--- src/rtl/usbl_pkg.sv ---
package usbl_pkg;
  typedef enum logic [1:0] {
    SYM_SE0 = 2'd0,
    SYM_J   = 2'd1,
    SYM_K   = 2'd2,
    SYM_SE1 = 2'd3
  } line_sym_e;

  typedef enum logic [1:0] {
    ST_IDLE = 2'd0,
    ST_RECV = 2'd1,
    ST_EOPW = 2'd2
  } rx_state_e;
endpackage

--- src/rtl/usbl_line_class.sv ---
module usbl_line_class
  import usbl_pkg::*;
(
  input  logic      dp_i,
  input  logic      dm_i,
  input  logic      ls_mode_i,
  output line_sym_e sym_o
);
  // Differential pair to symbol; the J/K meaning flips with speed
  always_comb begin
    unique case ({dp_i, dm_i})
      2'b00:   sym_o = SYM_SE0;
      2'b11:   sym_o = SYM_SE1;
      2'b10:   sym_o = ls_mode_i ? SYM_K : SYM_J;
      default: sym_o = ls_mode_i ? SYM_J : SYM_K;
    endcase
  end
endmodule

--- src/rtl/usbl_bit_timer.sv ---
module usbl_bit_timer #(
  parameter int FS_BIT_CLKS = 4,
  parameter int LS_BIT_CLKS = 32
) (
  input  logic clk_i,
  input  logic rst_ni,
  input  logic start_i,
  input  logic run_i,
  input  logic ls_mode_i,
  output logic tick_o
);
  localparam int MAX_W = (LS_BIT_CLKS > FS_BIT_CLKS) ? LS_BIT_CLKS : FS_BIT_CLKS;
  localparam int CW    = $clog2(MAX_W);
  localparam logic [CW-1:0] FS_HALF_M1 = CW'(FS_BIT_CLKS / 2 - 1);
  localparam logic [CW-1:0] LS_HALF_M1 = CW'(LS_BIT_CLKS / 2 - 1);
  localparam logic [CW-1:0] FS_FULL_M1 = CW'(FS_BIT_CLKS - 1);
  localparam logic [CW-1:0] LS_FULL_M1 = CW'(LS_BIT_CLKS - 1);

  logic [CW-1:0] cnt_q, cnt_d;
  logic          cnt_en;

  assign tick_o = run_i && (cnt_q == '0);
  assign cnt_en = start_i || run_i;

  // Origin-relative countdown: half a cell first, then whole cells
  always_comb begin
    cnt_d = cnt_q;
    if (start_i)
      cnt_d = ls_mode_i ? LS_HALF_M1 : FS_HALF_M1;
    else if (tick_o)
      cnt_d = ls_mode_i ? LS_FULL_M1 : FS_FULL_M1;
    else if (run_i)
      cnt_d = cnt_q - 1'b1;
  end

  always_ff @(posedge clk_i or negedge rst_ni) begin
    if (!rst_ni)     cnt_q <= '0;
    else if (cnt_en) cnt_q <= cnt_d;
  end

  assert_cnt_in_cell_R5: assert property (@(posedge clk_i) disable iff (!rst_ni)
    run_i |-> (cnt_q <= (ls_mode_i ? LS_FULL_M1 : FS_FULL_M1)));
  assert_tick_needs_run_R5: assert property (@(posedge clk_i) disable iff (!rst_ni)
    tick_o |-> !start_i);
endmodule

--- src/rtl/usbl_rx_ctrl.sv ---
module usbl_rx_ctrl
  import usbl_pkg::*;
(
  input  logic       clk_i,
  input  logic       rst_ni,
  input  line_sym_e  sym_i,
  input  logic       tick_i,
  output logic       start_o,
  output logic       run_o,
  output logic       sym_vld_o,
  output logic [1:0] sym_o,
  output logic       sop_o,
  output logic       eop_o
);
  rx_state_e state_q, state_d;
  line_sym_e prev_q, sym_q, sym_d;
  logic      vld_q, sop_q, eop_q, eop_d;

  assign start_o = (state_q == ST_IDLE) && (prev_q == SYM_J) && (sym_i == SYM_K);
  assign run_o   = (state_q != ST_IDLE);

  always_comb begin
    state_d = state_q;
    eop_d   = 1'b0;
    sym_d   = tick_i ? sym_i : sym_q;
    unique case (state_q)
      ST_IDLE: if (start_o) state_d = ST_RECV;
      ST_RECV: if (tick_i && sym_i == SYM_SE0) state_d = ST_EOPW;
      ST_EOPW: if (tick_i) begin
        if (sym_i == SYM_J) begin
          state_d = ST_IDLE;
          eop_d   = 1'b1;
        end else if (sym_i != SYM_SE0) begin
          state_d = ST_IDLE;
        end
      end
      default: state_d = ST_IDLE;
    endcase
  end

  always_ff @(posedge clk_i or negedge rst_ni) begin
    if (!rst_ni) begin
      state_q <= ST_IDLE;
      prev_q  <= SYM_J;
      sym_q   <= SYM_SE0;
      vld_q   <= 1'b0;
      sop_q   <= 1'b0;
      eop_q   <= 1'b0;
    end else begin
      state_q <= state_d;
      prev_q  <= sym_i;
      sym_q   <= sym_d;
      vld_q   <= tick_i;
      sop_q   <= start_o;
      eop_q   <= eop_d;
    end
  end

  assign sym_vld_o = vld_q;
  assign sym_o     = sym_q;
  assign sop_o     = sop_q;
  assign eop_o     = eop_q;

  assert_strobe_outside_idle_R6: assert property (@(posedge clk_i) disable iff (!rst_ni)
    vld_q |-> $past(state_q) != ST_IDLE);
  assert_sop_single_R10: assert property (@(posedge clk_i) disable iff (!rst_ni)
    sop_q |=> !sop_q);
  assert_sop_not_on_strobe_R10: assert property (@(posedge clk_i) disable iff (!rst_ni)
    sop_q |-> !vld_q);
  assert_eop_carries_j_R8: assert property (@(posedge clk_i) disable iff (!rst_ni)
    eop_q |-> (vld_q && sym_q == SYM_J && state_q == ST_IDLE));
  assert_abort_to_idle_R9: assert property (@(posedge clk_i) disable iff (!rst_ni)
    (state_q == ST_EOPW && tick_i && sym_i != SYM_SE0 && sym_i != SYM_J)
      |=> (state_q == ST_IDLE && !eop_q));
endmodule

--- src/rtl/usb_line_sampler.sv ---
module usb_line_sampler
  import usbl_pkg::*;
#(
  parameter int FS_BIT_CLKS = 4,
  parameter int LS_BIT_CLKS = 32
) (
  input  logic       clk_i,
  input  logic       rst_ni,
  input  logic       dp_i,
  input  logic       dm_i,
  input  logic       ls_mode_i,
  output logic       sym_vld_o,
  output logic [1:0] sym_o,
  output logic       sop_o,
  output logic       eop_o
);
  logic [1:0] rst_sync_q;
  logic       rst_n_int;
  line_sym_e  line_sym;
  logic       start, run, tick;

  // Asynchronous assertion, synchronous release
  always_ff @(posedge clk_i or negedge rst_ni) begin
    if (!rst_ni) rst_sync_q <= 2'b00;
    else         rst_sync_q <= {rst_sync_q[0], 1'b1};
  end
  assign rst_n_int = rst_sync_q[1];

  usbl_line_class class_i (
    .dp_i      (dp_i),
    .dm_i      (dm_i),
    .ls_mode_i (ls_mode_i),
    .sym_o     (line_sym)
  );

  usbl_bit_timer #(
    .FS_BIT_CLKS (FS_BIT_CLKS),
    .LS_BIT_CLKS (LS_BIT_CLKS)
  ) timer_i (
    .clk_i     (clk_i),
    .rst_ni    (rst_n_int),
    .start_i   (start),
    .run_i     (run),
    .ls_mode_i (ls_mode_i),
    .tick_o    (tick)
  );

  usbl_rx_ctrl ctrl_i (
    .clk_i     (clk_i),
    .rst_ni    (rst_n_int),
    .sym_i     (line_sym),
    .tick_i    (tick),
    .start_o   (start),
    .run_o     (run),
    .sym_vld_o (sym_vld_o),
    .sym_o     (sym_o),
    .sop_o     (sop_o),
    .eop_o     (eop_o)
  );
endmodule

--- config.mk ---
export PLATFORM = sky130hd
export DESIGN_NAME = usb_line_sampler
export DESIGN_NICKNAME = d
export VERILOG_FILES = /design/src/rtl/usbl_pkg.sv /design/src/rtl/usbl_line_class.sv /design/src/rtl/usbl_bit_timer.sv /design/src/rtl/usbl_rx_ctrl.sv /design/src/rtl/usb_line_sampler.sv
export SDC_FILE = /design/constraint.sdc
export NUM_CORES = 1
export LEC_CHECK = 0
export BUFFER_PORTS_ARGS = -buffer_cell sky130_fd_sc_hd__buf_2
export CORE_UTILIZATION = 45
export CTS_BUF_LIST = sky130_fd_sc_hd__clkbuf_4 sky130_fd_sc_hd__clkbuf_8
export DETAILED_ROUTE_END_ITERATION = 8
export PLACE_DENSITY = 0.67
export SLEW_MARGIN = 0
export SYNTH_ARGS = -nofsm -noshare
export SYNTH_HDL_FRONTEND = slang
export SYNTH_SLANG_ARGS = --single-unit
--- constraint.sdc ---
create_clock -name clk_i -period 0.8 [get_ports clk_i]
set_clock_uncertainty 0.1 [all_clocks]
set_input_delay 0.16 -clock clk_i [delete_from_list [all_inputs] [get_ports clk_i]]
set_output_delay 0.16 -clock clk_i [all_outputs]
set_load 0.1 [all_outputs]
# Word level (Yosys, flattened, before mapping)
# Cells that the tools add are included.
word_totals:
  reg_bits: 16
  latchBits: 0
  mem_bits_rw: 0
  mem_bits_ro: 0
  inputBits: 5
  out_inout_bits: 5
  elab_cells: 51
  mem_count: 0
classes:
  addsub: 1
  n_mul: 0
  div: 0
  order_cmp: 0
  eq_ne: 11
  shift: 0
  mux: 17
  bitwise_logic: 0
  reduce_logical: 14
ops:
  columns: ["cell", "n"]
  rows:
  - ["5-bit two-way mux", 4]
  - ["2-bit two-way mux", 7]
  - ["2-bit case mux with 3 select lines", 2]
  - ["2-bit == test, second input constant", 4]
  - ["2-bit by 1-bit == test with 1-bit output, second input constant", 3]
  - ["2-bit logical NOT", 3]
  - ["2-bit by 1-bit inequality test with 1-bit output, second input constant", 3]
  - ["5-bit logical NOT", 1]
  - ["5-bit by 1-bit subtractor with 5-bit output, second input constant", 1]
  - ["1-bit logical AND", 4]
  - ["4-bit two-way mux", 1]
  - ["4-bit AND reduction", 1]
  - ["2-bit nonzero test", 2]
  - ["1-bit two-way mux", 3]
  - ["3-bit by 1-bit inequality test with 1-bit output, second input constant", 1]
  - ["3-bit nonzero test", 1]
  - ["2-bit AND reduction", 1]
  - ["1-bit logical OR", 1]

# Logic depth before layout (Yosys ltp)
# Gate-level depths: netlist of run 1.
depth:
  depth_word: 7
  depth_mapped: 6
  ltp_nobuf: 6

# Modules after synthesis
# Synthesis of run 1 repeated with hierarchy kept, for this count alone.
hier_totals:
  hier_cells: 67
  area_unflattened_um2: 755.7
by_module_without_submodules:
  columns: ["mod", "n_inst", "cells_each", "area_per_inst_um2", "seq_area_each_um2"]
  rows:
  - ["usbl_rx_ctrl", 1, 24, 346.6, 226.5]
  - ["usbl_bit_timer", 1, 38, 332.8, 125.1]
  - ["usb_line_sampler", 1, 3, 53.8, 50.0]
  - ["usbl_line_class", 1, 2, 22.5, 0.0]

# Least setup slack after synthesis of run 1
# No wires, ideal clock.
synth_path:
  path_type: "register to register"
  start: "register timer_i.cnt_q[0]"
  end: "register timer_i.cnt_q[3]"
  t_arrival_ns: 1.412
  required_time_ns: 0.566
  slack_ns: -0.847
  path_stages_with_launch: 7
  path_buffers: 0
  cell_sequence: "dfrtp_1 -> inv_1 -> ha_1 -> nor4b_4 -> nand2_1 -> a21oi_1 -> a211oi_1"
synth_between:
  elab_chain_len: 4
  word_cells_on_any_way: 8
synth_rtl:
  columns: ["item", "line", "source"]
  rows:
  - ["from (decl)", "usbl_bit_timer.sv:19", "logic [CW-1:0] cnt_q, cnt_d;"]
  - ["from (signal assigned)", "usbl_bit_timer.sv:38", "else if (cnt_en) cnt_q <= cnt_d;"]
  - ["5-bit by 1-bit subtractor with 5-bit output or 5-bit logical NOT (tied branches)", "usbl_bit_timer.sv:33, usbl_bit_timer.sv:22", null]
  - ["5-bit two-way mux or 1-bit logical AND (tied branches)", "usbl_bit_timer.sv:32, usbl_bit_timer.sv:22", null]
  - ["5-bit two-way mux or 3-bit nonzero test (tied branches)", null, null]
  - ["5-bit two-way mux or 2-bit AND reduction (tied branches)", null, null]
# Parallel ways exist; a longest one is shown, timed or not. The select of a mux whose other input is x is not followed.
# A chain may end at the register's enable or synchronous reset.

# Final worst setup path of run 1
layout_path:
  start: "register timer_i.cnt_q[1]"
  end: "register timer_i.cnt_q[3]"
# The elaborated chain is that of the path after synthesis.

==> results of run 1 <==
## area by class of cell
cell class                 count  area (µm²)  share of cell area (%)
tap                           16        20.0                    1.60
sequential                    16         420                    33.6
inverter                       8        30.0                    2.40
multi-input combinational     48         427                    34.1
timing repair buffer          34         318                    25.4
clock buffer                   4        36.3                    2.90
## layer usage
layer	global-route usage, %	vias to the layer above	part of all wire [%]
li1	-	325	-
met1	25.3	337	44
met2	36.1	15	52
met3	3.33	4	3.1
met4	10.6	0	1.1
met5	0	-	0
## registers in the layout (all words and copies together), names as in the netlist
name / flops
ctrl_i.prev_q: 2
ctrl_i.sop_o: 1
ctrl_i.sym_o: 2
ctrl_i.state_q: 2
rst_sync_q: 2
timer_i.cnt_q: 5
ctrl_i.eop_o: 1
ctrl_i.sym_vld_o: 1
## stage by stage
step / setup TNS (ns) / cell area, µm²
after CTS: -9.51 / 1170
final: -10.22 / 1250
after floorplan: -7.70 / 826
after global routing: -11.02 / 1250
after global placement: -8.08 / 1070
after detailed placement: -8.46 / 1070
## kinds of logic (layout without fill, tap and decap cells)
kind of cell               Yosys count  after routing  synth area share (%)
AOI/OAI and AO/OA                   16             16                  14.3
DFF                                 16             16                  51.0
and+or+nand+nor                     27             27                  21.5
buffers and inverters               12             46                  7.47
xor gates and xnor gates             1              1                  1.11
muxes                                2              2                  2.54
other                                1              1                 0.476
adders and majority gates            1              1                  1.59
## cells in the mapped netlist, types with 2 or more instances
master	number	area share (%)
a211oi_1	2	1.9
a21oi_1	4	2.5
buf_2	2	1.3
dfrtp_1	15	48
inv_1	8	3.8
mux2i_1	2	2.5
nand2_1	5	2.4
nand3_1	2	1.3
nand3b_1	2	1.9
nor2_1	5	2.4
nor3_1	2	1.3
o21ai_0	3	1.9
o21ai_1	2	1.3
## how the worst max path moves through the flow
stage / slack, ns / startpoint / to
5_1_grt: -0.81 / timer_i.cnt_q[0]$_DFFE_PN0P_ / ctrl_i.state_q[1]$_DFFE_PN0P_
4_1_cts: -0.68 / timer_i.cnt_q[0]$_DFFE_PN0P_ / timer_i.cnt_q[3]$_DFFE_PN0P_
6_report: -0.75 / timer_i.cnt_q[1]$_DFFE_PN0P_ / timer_i.cnt_q[3]$_DFFE_PN0P_
3_5_place_dp: -0.74 / timer_i.cnt_q[1]$_DFFE_PN0P_ / timer_i.cnt_q[3]$_DFFE_PN0P_
2_1_floorplan: -0.79 / timer_i.cnt_q[1]$_DFFE_PN0P_ / timer_i.cnt_q[3]$_DFFE_PN0P_
3_3_place_gp: -0.70 / timer_i.cnt_q[0]$_DFFE_PN0P_ / timer_i.cnt_q[3]$_DFFE_PN0P_
## power groups by stage
stage / clock (µW) / combinational (µW) / sequential, µW
after CTS: 558 / 1890 / 1270
final: 551 / 2200 / 1270
after global placement: 0 / 1670 / 1270
after global routing: 580 / 2330 / 1290
after floorplan: 0 / 646 / 1680
after detailed placement: 0 / 1730 / 1290
## critical path, delay by kind of cell, from the launching register on
kind	cells	cell delay, ns
buffers and inverters	1	0.08
AOI/OAI and AO/OA	2	0.26
and+or+nand+nor	2	0.46
DFF	1	0.41
adders and majority gates	1	0.13
## timing repair
action	CTS	global route
endpoints found under the hold margin	2	0
resized for setup	12	12
setup buffers	3	5
endpoints found under the setup margin	18	18
pin swaps	6	7
hold buffers	1	0
==> impl_metrics.csv, run 1 <==
group,metric,value,unit
status,outcome,"finished with violations",
status,violations,"DRC, setup timing",
clock_tree,cts_made_buffers,3,
floorplanning,num_rows,14,
synth,synth.avg_cell_area,10.4,µm²
global_routing,grt_max_degree,15,
global_routing,groute.usage.overall,21.0,%
floorplanning,die_y,43.8,µm
cells_and_area,final_cell_mix,"22 x buf_4, 10 x dfrtp_1, 5 x inv_1, 5 x dfrtp_4, 5 x buf_12",
cells_and_area,nets,117,
place,place_congestion,0.808,
synth,ys_ff_latch,16,
power,swShare,40.4,%
global_routing,grt_pass1_wl,2.90,mm
detailed_routing,vias,681,
power,leakage,0.000555,µW
synth,syn_nets,82,
cells_and_area,post_route_cells_drive_above_1_share,62.7,%
synth,ys_seq_area_share,51.0,%
job,drv_cap,0,
cells_and_area,num_antenna_cells,0,
detailed_routing,dr.pass1.iters,6,
detailed_routing,wire_per_inst,14.9,µm
floorplanning,fp.dieW,43.8,µm
sta,finalSetupViolCount,18,
sta,fmax,645,MHz
power,pwr-share-clk,13.7,%
clock_tree,cts.clk_slew.worst_paths,0.10,ns
power,peakVddDrop,2.22,mV
power,combPwrFrac,54.6,%
synth,synth_ff_type,"dfrtp_1",
place,dpl.cell_count,115,
worst_setup_path,regToRegSetupSlack,-0.75,ns
sta,finalMaxSlewViolations,0,
global_routing,grt_pass1_vias,717,
cells_and_area,final_common_cell,"buf_4",
place,dp_hpwl,1.28,mm
global_routing,antenna_found_initial,0,
clock_tree,clock_latency,0.30,ns
cells_and_area,fillers,90,
power,p_seq_share,31.6,%
cells_and_area,final_cell_count_no_fill,126,
place,dpl_worst_slack,-0.740,ns
detailed_routing,drt_iter0_markers,10,
cells_and_area,finish.utilization,79.4,%
power,power.density,3210,nW/µm²
worst_setup_path,cp-start-kind,"flip-flop",
synth,synthCells,76,
floorplanning,initial_utilization,49.9,%
power,p_int,2400,µW
power,p_total,4020,µW
worst_setup_path,required,0.88,ns
floorplanning,dieArea,1920,µm²
power,power_switching,1620,µW
sta,holdWs,0.0694,ns
synth,synth_edf_count,0,
worst_setup_path,endpoint_kind,"flip-flop",
detailed_routing,drt-vias-per-instance,5.40,
clock_tree,cts.sinks,16,
worst_setup_path,arrival,1.63,ns
sta,final-hold-violation-count,0,
synth,netlist_area,787,µm²
worst_setup_path,cp_slowest_cell,"dfrtp_1",
hold_path,hp-class,"reg -> async",
worst_setup_path,crit_chain,"inv_2 -> ha_4 -> nor4b_4 -> nand2_2 -> a21oi_4 -> a211oi_1",
worst_setup_path,timing.rr.end,"timer_i.cnt_q[3]$_DFFE_PN0P_",
detailed_routing,wl,1.88,mm
sta,period_share,194,%
sta,grt_setup_unrepaired,"yes",
synth,async_flop_share,100,%
clock_tree,clk_path_buf_depth,2,
worst_setup_path,crit_type,"reg -> reg",
worst_setup_path,cp_max_fo,4,
worst_setup_path,r2r_start,"timer_i.cnt_q[1]$_DFFE_PN0P_",
clock_tree,cts_max_level,1,
worst_setup_path,crit_path_max_incr_delay,0.41,ns
clock_tree,cts_tree,"done",
synth,synthDistinctLibCells,35,
place,port-buffer-count,9,
sta,min_period,1.55,ns
detailed_routing,drcViolationCount,2,
clock_tree,clockRootBuffer,"clkbuf_4",
global_routing,grt_remaining_overflow,0,
floorplanning,core_area,1580,µm²
detailed_routing,postRouteAntennaNets,0,
sta,fin_ws,-0.750,ns
cells_and_area,synthToLayoutAreaGrowth,59.0,%
floorplanning,ioPinCount,10,
worst_setup_path,reg2regPathDepth,6,
synth,yosys_warnings,0,
No activity file was read; power rests on OpenSTA's default activity.
==> run 2, diff against run 1 <==
--- a/config.mk
+++ b/config.mk
@@ -6,10 +6,14 @@
 export NUM_CORES = 1
 export LEC_CHECK = 0
 export BUFFER_PORTS_ARGS = -buffer_cell sky130_fd_sc_hd__buf_2
-export CORE_UTILIZATION = 45
+export CELL_PAD_IN_SITES_DETAIL_PLACEMENT = 1
+export CELL_PAD_IN_SITES_GLOBAL_PLACEMENT = 2
+export CORE_MARGIN = 4
+export CORE_UTILIZATION = 33
 export CTS_BUF_LIST = sky130_fd_sc_hd__clkbuf_4 sky130_fd_sc_hd__clkbuf_8
 export DETAILED_ROUTE_END_ITERATION = 8
-export PLACE_DENSITY = 0.67
+export PLACE_DENSITY_LB_ADDON = 0.1
+export SETUP_SLACK_MARGIN = 0.4
 export SLEW_MARGIN = 0
 export SYNTH_ARGS = -nofsm -noshare
 export SYNTH_HDL_FRONTEND = slang
==> impl_metrics.csv, run 2 (synthesized netlist as in run 1, its figures left out) <==
group,metric,value,unit
floorplanning,fp.dieW,56.8,µm
global_routing,antenna_found_initial,0,
worst_setup_path,path_common_cell,"o21ai_1",
worst_setup_path,endpoint_kind,"flip-flop",
power,peakVddDrop,2.70,mV
clock_tree,cts.clk_slew.worst_paths,0.10,ns
detailed_routing,wl,2.21,mm
worst_setup_path,crit_chain,"inv_2 -> ha_4 -> nor4b_4 -> buf_4 -> o21ai_1 -> o21ai_1 -> nor2_1",
sta,period_share,193,%
cells_and_area,fillers,247,
global_routing,groute.usage.overall,15.4,%
global_routing,grt_pass1_wl,3.70,mm
status,violations,"setup timing",
hold_path,hp-class,"in -> async",
cells_and_area,multi_input_area,425,µm²
sta,holdWs,0.0567,ns
worst_setup_path,worst-path-buf-inv,2,
sta,finalSetupViolCount,17,
place,port-buffer-count,9,
clock_tree,cts_tree,"done",
clock_tree,clockRootBuffer,"clkbuf_4",
cells_and_area,synthToLayoutAreaGrowth,68.0,%
worst_setup_path,crit_type,"reg -> reg",
floorplanning,ioPinCount,10,
detailed_routing,vias,700,
detailed_routing,postRouteAntennaNets,0,
cells_and_area,regMostFlops,"timer_i.cnt_q",
worst_setup_path,required,0.89,ns
worst_setup_path,crit_family,"flip-flops",
detailed_routing,wire_per_inst,15.8,µm
power,power.density,3080,nW/µm²
cells_and_area,final_cell_count_no_fill,140,
floorplanning,dieArea,3230,µm²
sta,fin_ws,-0.747,ns
worst_setup_path,critPathLaunch,"timer_i.cnt_q[0]$_DFFE_PN0P_",
job,drv_cap,0,
detailed_routing,dr.pass1.iters,3,
cells_and_area,nets,119,
worst_setup_path,cp-start-kind,"flip-flop",
power,leakage,0.000577,µW
place,dpl_worst_slack,-0.781,ns
worst_setup_path,cp_max_fo,6,
floorplanning,initial_utilization,35.2,%
global_routing,grt_max_degree,10,
cells_and_area,largest_reg_flops,5,
place,place_congestion,0.731,
power,p_total,4070,µW
clock_tree,clock_latency,0.30,ns
sta,finalMaxSlewViolations,0,
sta,fmax,646,MHz
cells_and_area,final_common_cell,"buf_4",
sta,min_period,1.55,ns
floorplanning,core_area,2230,µm²
clock_tree,cts_made_buffers,3,
global_routing,grt_pass1_vias,794,
status,outcome,"finished with violations",
floorplanning,num_rows,17,
place,dpl.cell_count,126,
detailed_routing,drt-vias-per-instance,5.00,
worst_setup_path,regToRegSetupSlack,-0.75,ns
sta,grt_setup_unrepaired,"yes",
worst_setup_path,arrival,1.64,ns
sta,final-hold-violation-count,0,
detailed_routing,drt_iter0_markers,5,
floorplanning,die_y,56.8,µm
place,dp_hpwl,1.49,mm
clock_tree,cts_max_level,1,
cells_and_area,num_antenna_cells,0,
global_routing,grt_remaining_overflow,0,
worst_setup_path,r2r_start,"timer_i.cnt_q[0]$_DFFE_PN0P_",
cells_and_area,layout.area.seq,422,µm²
cells_and_area,post_route_cells_drive_above_1_share,64.3,%
detailed_routing,drcViolationCount,0,
worst_setup_path,crit_path_max_incr_delay,0.41,ns
worst_setup_path,cp_slowest_cell,"dfrtp_1",
clock_tree,clk_path_buf_depth,2,
clock_tree,cts.sinks,16,
cells_and_area,final_cell_mix,"19 x buf_4, 9 x dfrtp_1, 6 x buf_12",
==> run 2: timing repair <==
action / 4_1_cts / 5_1_grt
endpoints found under the setup margin: 34 / 34
pin swaps: 5 / 7
buffers inserted: 5 / 4
hold endpoints to repair: 2 / 0
gates resized for setup: 19 / 11
hold buffers: 1 / 0
==> run 2: area by class of cell <==
class                   instances  share of cell area, %
clock buffers                   4                   2.74
inverters                       8                   2.27
multi-input cells              48                   32.2
flip-flops and latches         16                   31.9
well taps                      28                   2.65
repair buffers                 36                   28.3
==> run 2: metrics by stage <==
stage	utilization, %	setup TNS (ns)	area [µm²]
final	59.2	-10.08	1320
after global routing	59.2	-11.20	1320
after CTS	56.4	-9.70	1260
after detailed placement	48.6	-8.74	1080
after global placement	48.6	-8.26	1080
after floorplan	-	-7.70	835
==> run 2: power by group <==
group / internal, µW / switching (µW) / total, µW / leakage [µW]
logic: 1070 / 1160 / 2230 / 0.000375
clock network: 278 / 276 / 553 / 0.0000210
registers: 1070 / 215 / 1280 / 0.000180
==> run 2: routing by layer <==
metal	global-route usage (%)	part of all wire (%)	wire, µm
met1	15.4	38	838
met2	28.5	57	1260
met3	5.29	2.7	59
met4	6.62	2.2	48
met5	0	0	0
==> run 2: final timing paths <==
check | endpoint | depth (start not counted)
worst max-delay path | ctrl_i.state_q[1]$_DFFE_PN0P_ | 7
worst min-delay path | rst_sync_q[0]$_DFF_PN0_ | 2
worst max register to register | ctrl_i.state_q[1]$_DFFE_PN0P_ | 7
worst min register to register | timer_i.cnt_q[2]$_DFFE_PN0P_ | 1
max in group asynchronous | ctrl_i.prev_q[0]$_DFF_PN1_ | 1
min in group clk_i | timer_i.cnt_q[4]$_DFFE_PN0P_ | 4
==> run 3, diff against run 2 <==
--- a/config.mk
+++ b/config.mk
@@ -14,6 +14,7 @@
 export DETAILED_ROUTE_END_ITERATION = 8
 export PLACE_DENSITY_LB_ADDON = 0.1
 export SETUP_SLACK_MARGIN = 0.4
+export SKIP_CTS_REPAIR_TIMING = 1
 export SLEW_MARGIN = 0
 export SYNTH_ARGS = -nofsm -noshare
 export SYNTH_HDL_FRONTEND = slang
==> impl_metrics.csv, run 3 (synthesized netlist as in run 1, its figures left out) <==
group,metric,value,unit
place,place_congestion,0.731,
worst_setup_path,r2r_start,"timer_i.cnt_q[0]$_DFFE_PN0P_",
sta,finalSetupViolCount,17,
clock_tree,cts_made_buffers,3,
sta,finalMaxSlewViolations,0,
sta,fmax,654,MHz
power,leakage,0.000547,µW
floorplanning,fp.dieW,56.8,µm
detailed_routing,drcViolationCount,0,
floorplanning,die_y,56.8,µm
clock_tree,clockRootBuffer,"clkbuf_4",
detailed_routing,dr.pass1.iters,2,
cells_and_area,num_antenna_cells,0,
worst_setup_path,cp-start-kind,"flip-flop",
hold_path,hp-class,"in -> async",
worst_setup_path,timing.rr.end,"timer_i.cnt_q[2]$_DFFE_PN0P_",
worst_setup_path,regToRegSetupSlack,-0.73,ns
detailed_routing,postRouteAntennaNets,0,
floorplanning,core_area,2230,µm²
clock_tree,clock_latency,0.29,ns
global_routing,grt_pass1_vias,691,
place,dpl.cell_count,126,
cells_and_area,regMostFlops,"timer_i.cnt_q",
sta,final-hold-violation-count,0,
job,drv_cap,0,
cells_and_area,largest_reg_flops,5,
floorplanning,dieArea,3230,µm²
status,violations,"setup timing",
clock_tree,clk_path_buf_depth,2,
floorplanning,ioPinCount,10,
worst_setup_path,required,0.88,ns
worst_setup_path,cp_max_fo,4,
cells_and_area,final_cell_mix,"18 x buf_4, 9 x dfrtp_1, 5 x dfrtp_4, 5 x buf_12",
sta,min_period,1.53,ns
status,outcome,"finished with violations",
global_routing,grt_pass1_wl,3.27,mm
clock_tree,cts_tree,"done",
global_routing,grt_remaining_overflow,0,
detailed_routing,wire_per_inst,15.3,µm
detailed_routing,drt_iter0_markers,1,
power,power.density,3090,nW/µm²
floorplanning,initial_utilization,35.2,%
power,peakVddDrop,2.59,mV
floorplanning,num_rows,17,
sta,grt_setup_unrepaired,"yes",
clock_tree,cts.sinks,16,
global_routing,grt_max_degree,15,
sta,period_share,191,%
global_routing,antenna_found_initial,0,
power,p_total,3880,µW
detailed_routing,wl,2.08,mm
detailed_routing,vias,677,
worst_setup_path,reg2regPathDepth,6,
place,port-buffer-count,9,
global_routing,groute.usage.overall,13.7,%
worst_setup_path,endpoint_kind,"flip-flop",
sta,fin_ws,-0.729,ns
cells_and_area,final_cell_count_no_fill,136,
cells_and_area,final_common_cell,"buf_4",
clock_tree,cts_max_level,1,
worst_setup_path,crit_type,"reg -> reg",
place,dp_hpwl,1.49,mm
cells_and_area,synthToLayoutAreaGrowth,59.6,%
detailed_routing,drt-vias-per-instance,4.98,
sta,holdWs,0.0602,ns
cells_and_area,post_route_cells_drive_above_1_share,60.2,%
clock_tree,cts.clk_slew.worst_paths,0.09,ns
worst_setup_path,arrival,1.61,ns
cells_and_area,nets,115,
run 3: worst max-delay path by stage:
stage / to / from / slack, ns
after global placement: timer_i.cnt_q[3]$_DFFE_PN0P_ / timer_i.cnt_q[0]$_DFFE_PN0P_ / -0.73
after floorplan: timer_i.cnt_q[3]$_DFFE_PN0P_ / timer_i.cnt_q[1]$_DFFE_PN0P_ / -0.79
after global routing: timer_i.cnt_q[2]$_DFFE_PN0P_ / timer_i.cnt_q[0]$_DFFE_PN0P_ / -0.81
after CTS: timer_i.cnt_q[2]$_DFFE_PN0P_ / timer_i.cnt_q[0]$_DFFE_PN0P_ / -0.79
after detailed placement: timer_i.cnt_q[2]$_DFFE_PN0P_ / timer_i.cnt_q[0]$_DFFE_PN0P_ / -0.78
final: timer_i.cnt_q[2]$_DFFE_PN0P_ / timer_i.cnt_q[0]$_DFFE_PN0P_ / -0.73
run 3: power by group:
part           leakage [µW]  switching [µW]  internal [µW]  total, µW
combinational      0.000345            1080            969       2050
clock             0.0000210             268            278        546
sequential         0.000180             217           1070       1280
run 3: routing by layer:
metal | vias to the layer above | wire length [µm] | track usage, %
li1 | 325 | - | -
met1 | 337 | 819 | 15.8
met2 | 9 | 1130 | 21.8
met3 | 6 | 60 | 5.06
met4 | 0 | 65 | 7.62
met5 | - | 0 | 0
run 3: worst max-delay path, stage by stage, from the launching register on:
cell and delay, ns:
dfrtp_1 0.41, inv_2 0.08, ha_4 0.12, nor4b_4 0.28, nand2_2 0.16, a21oi_4 0.18
a211oi_1 0.07
run 3: metrics by stage:
step	setup WS, ns	TNS [ns]	utilization [%]	instance area, µm²
2_1_floorplan	-0.789	-7.70	-	835
3_3_place_gp	-0.728	-8.26	48.6	1080
3_5_place_dp	-0.781	-8.74	48.6	1080
4_1_cts	-0.793	-10.11	50.2	1120
5_1_grt	-0.805	-11.13	56.2	1260
6_report	-0.729	-10.03	56.2	1260
run 3: final cells by class:
| class | instances | area, µm² |
|---|---|---|
| fillers | 250 | 977 |
| flip-flops and latches | 16 | 422 |
| multi-input cells | 48 | 409 |
| repair buffers | 32 | 324 |
| clock buffers | 4 | 36.3 |
| well taps | 28 | 35.0 |
| inverters | 8 | 30.0 |
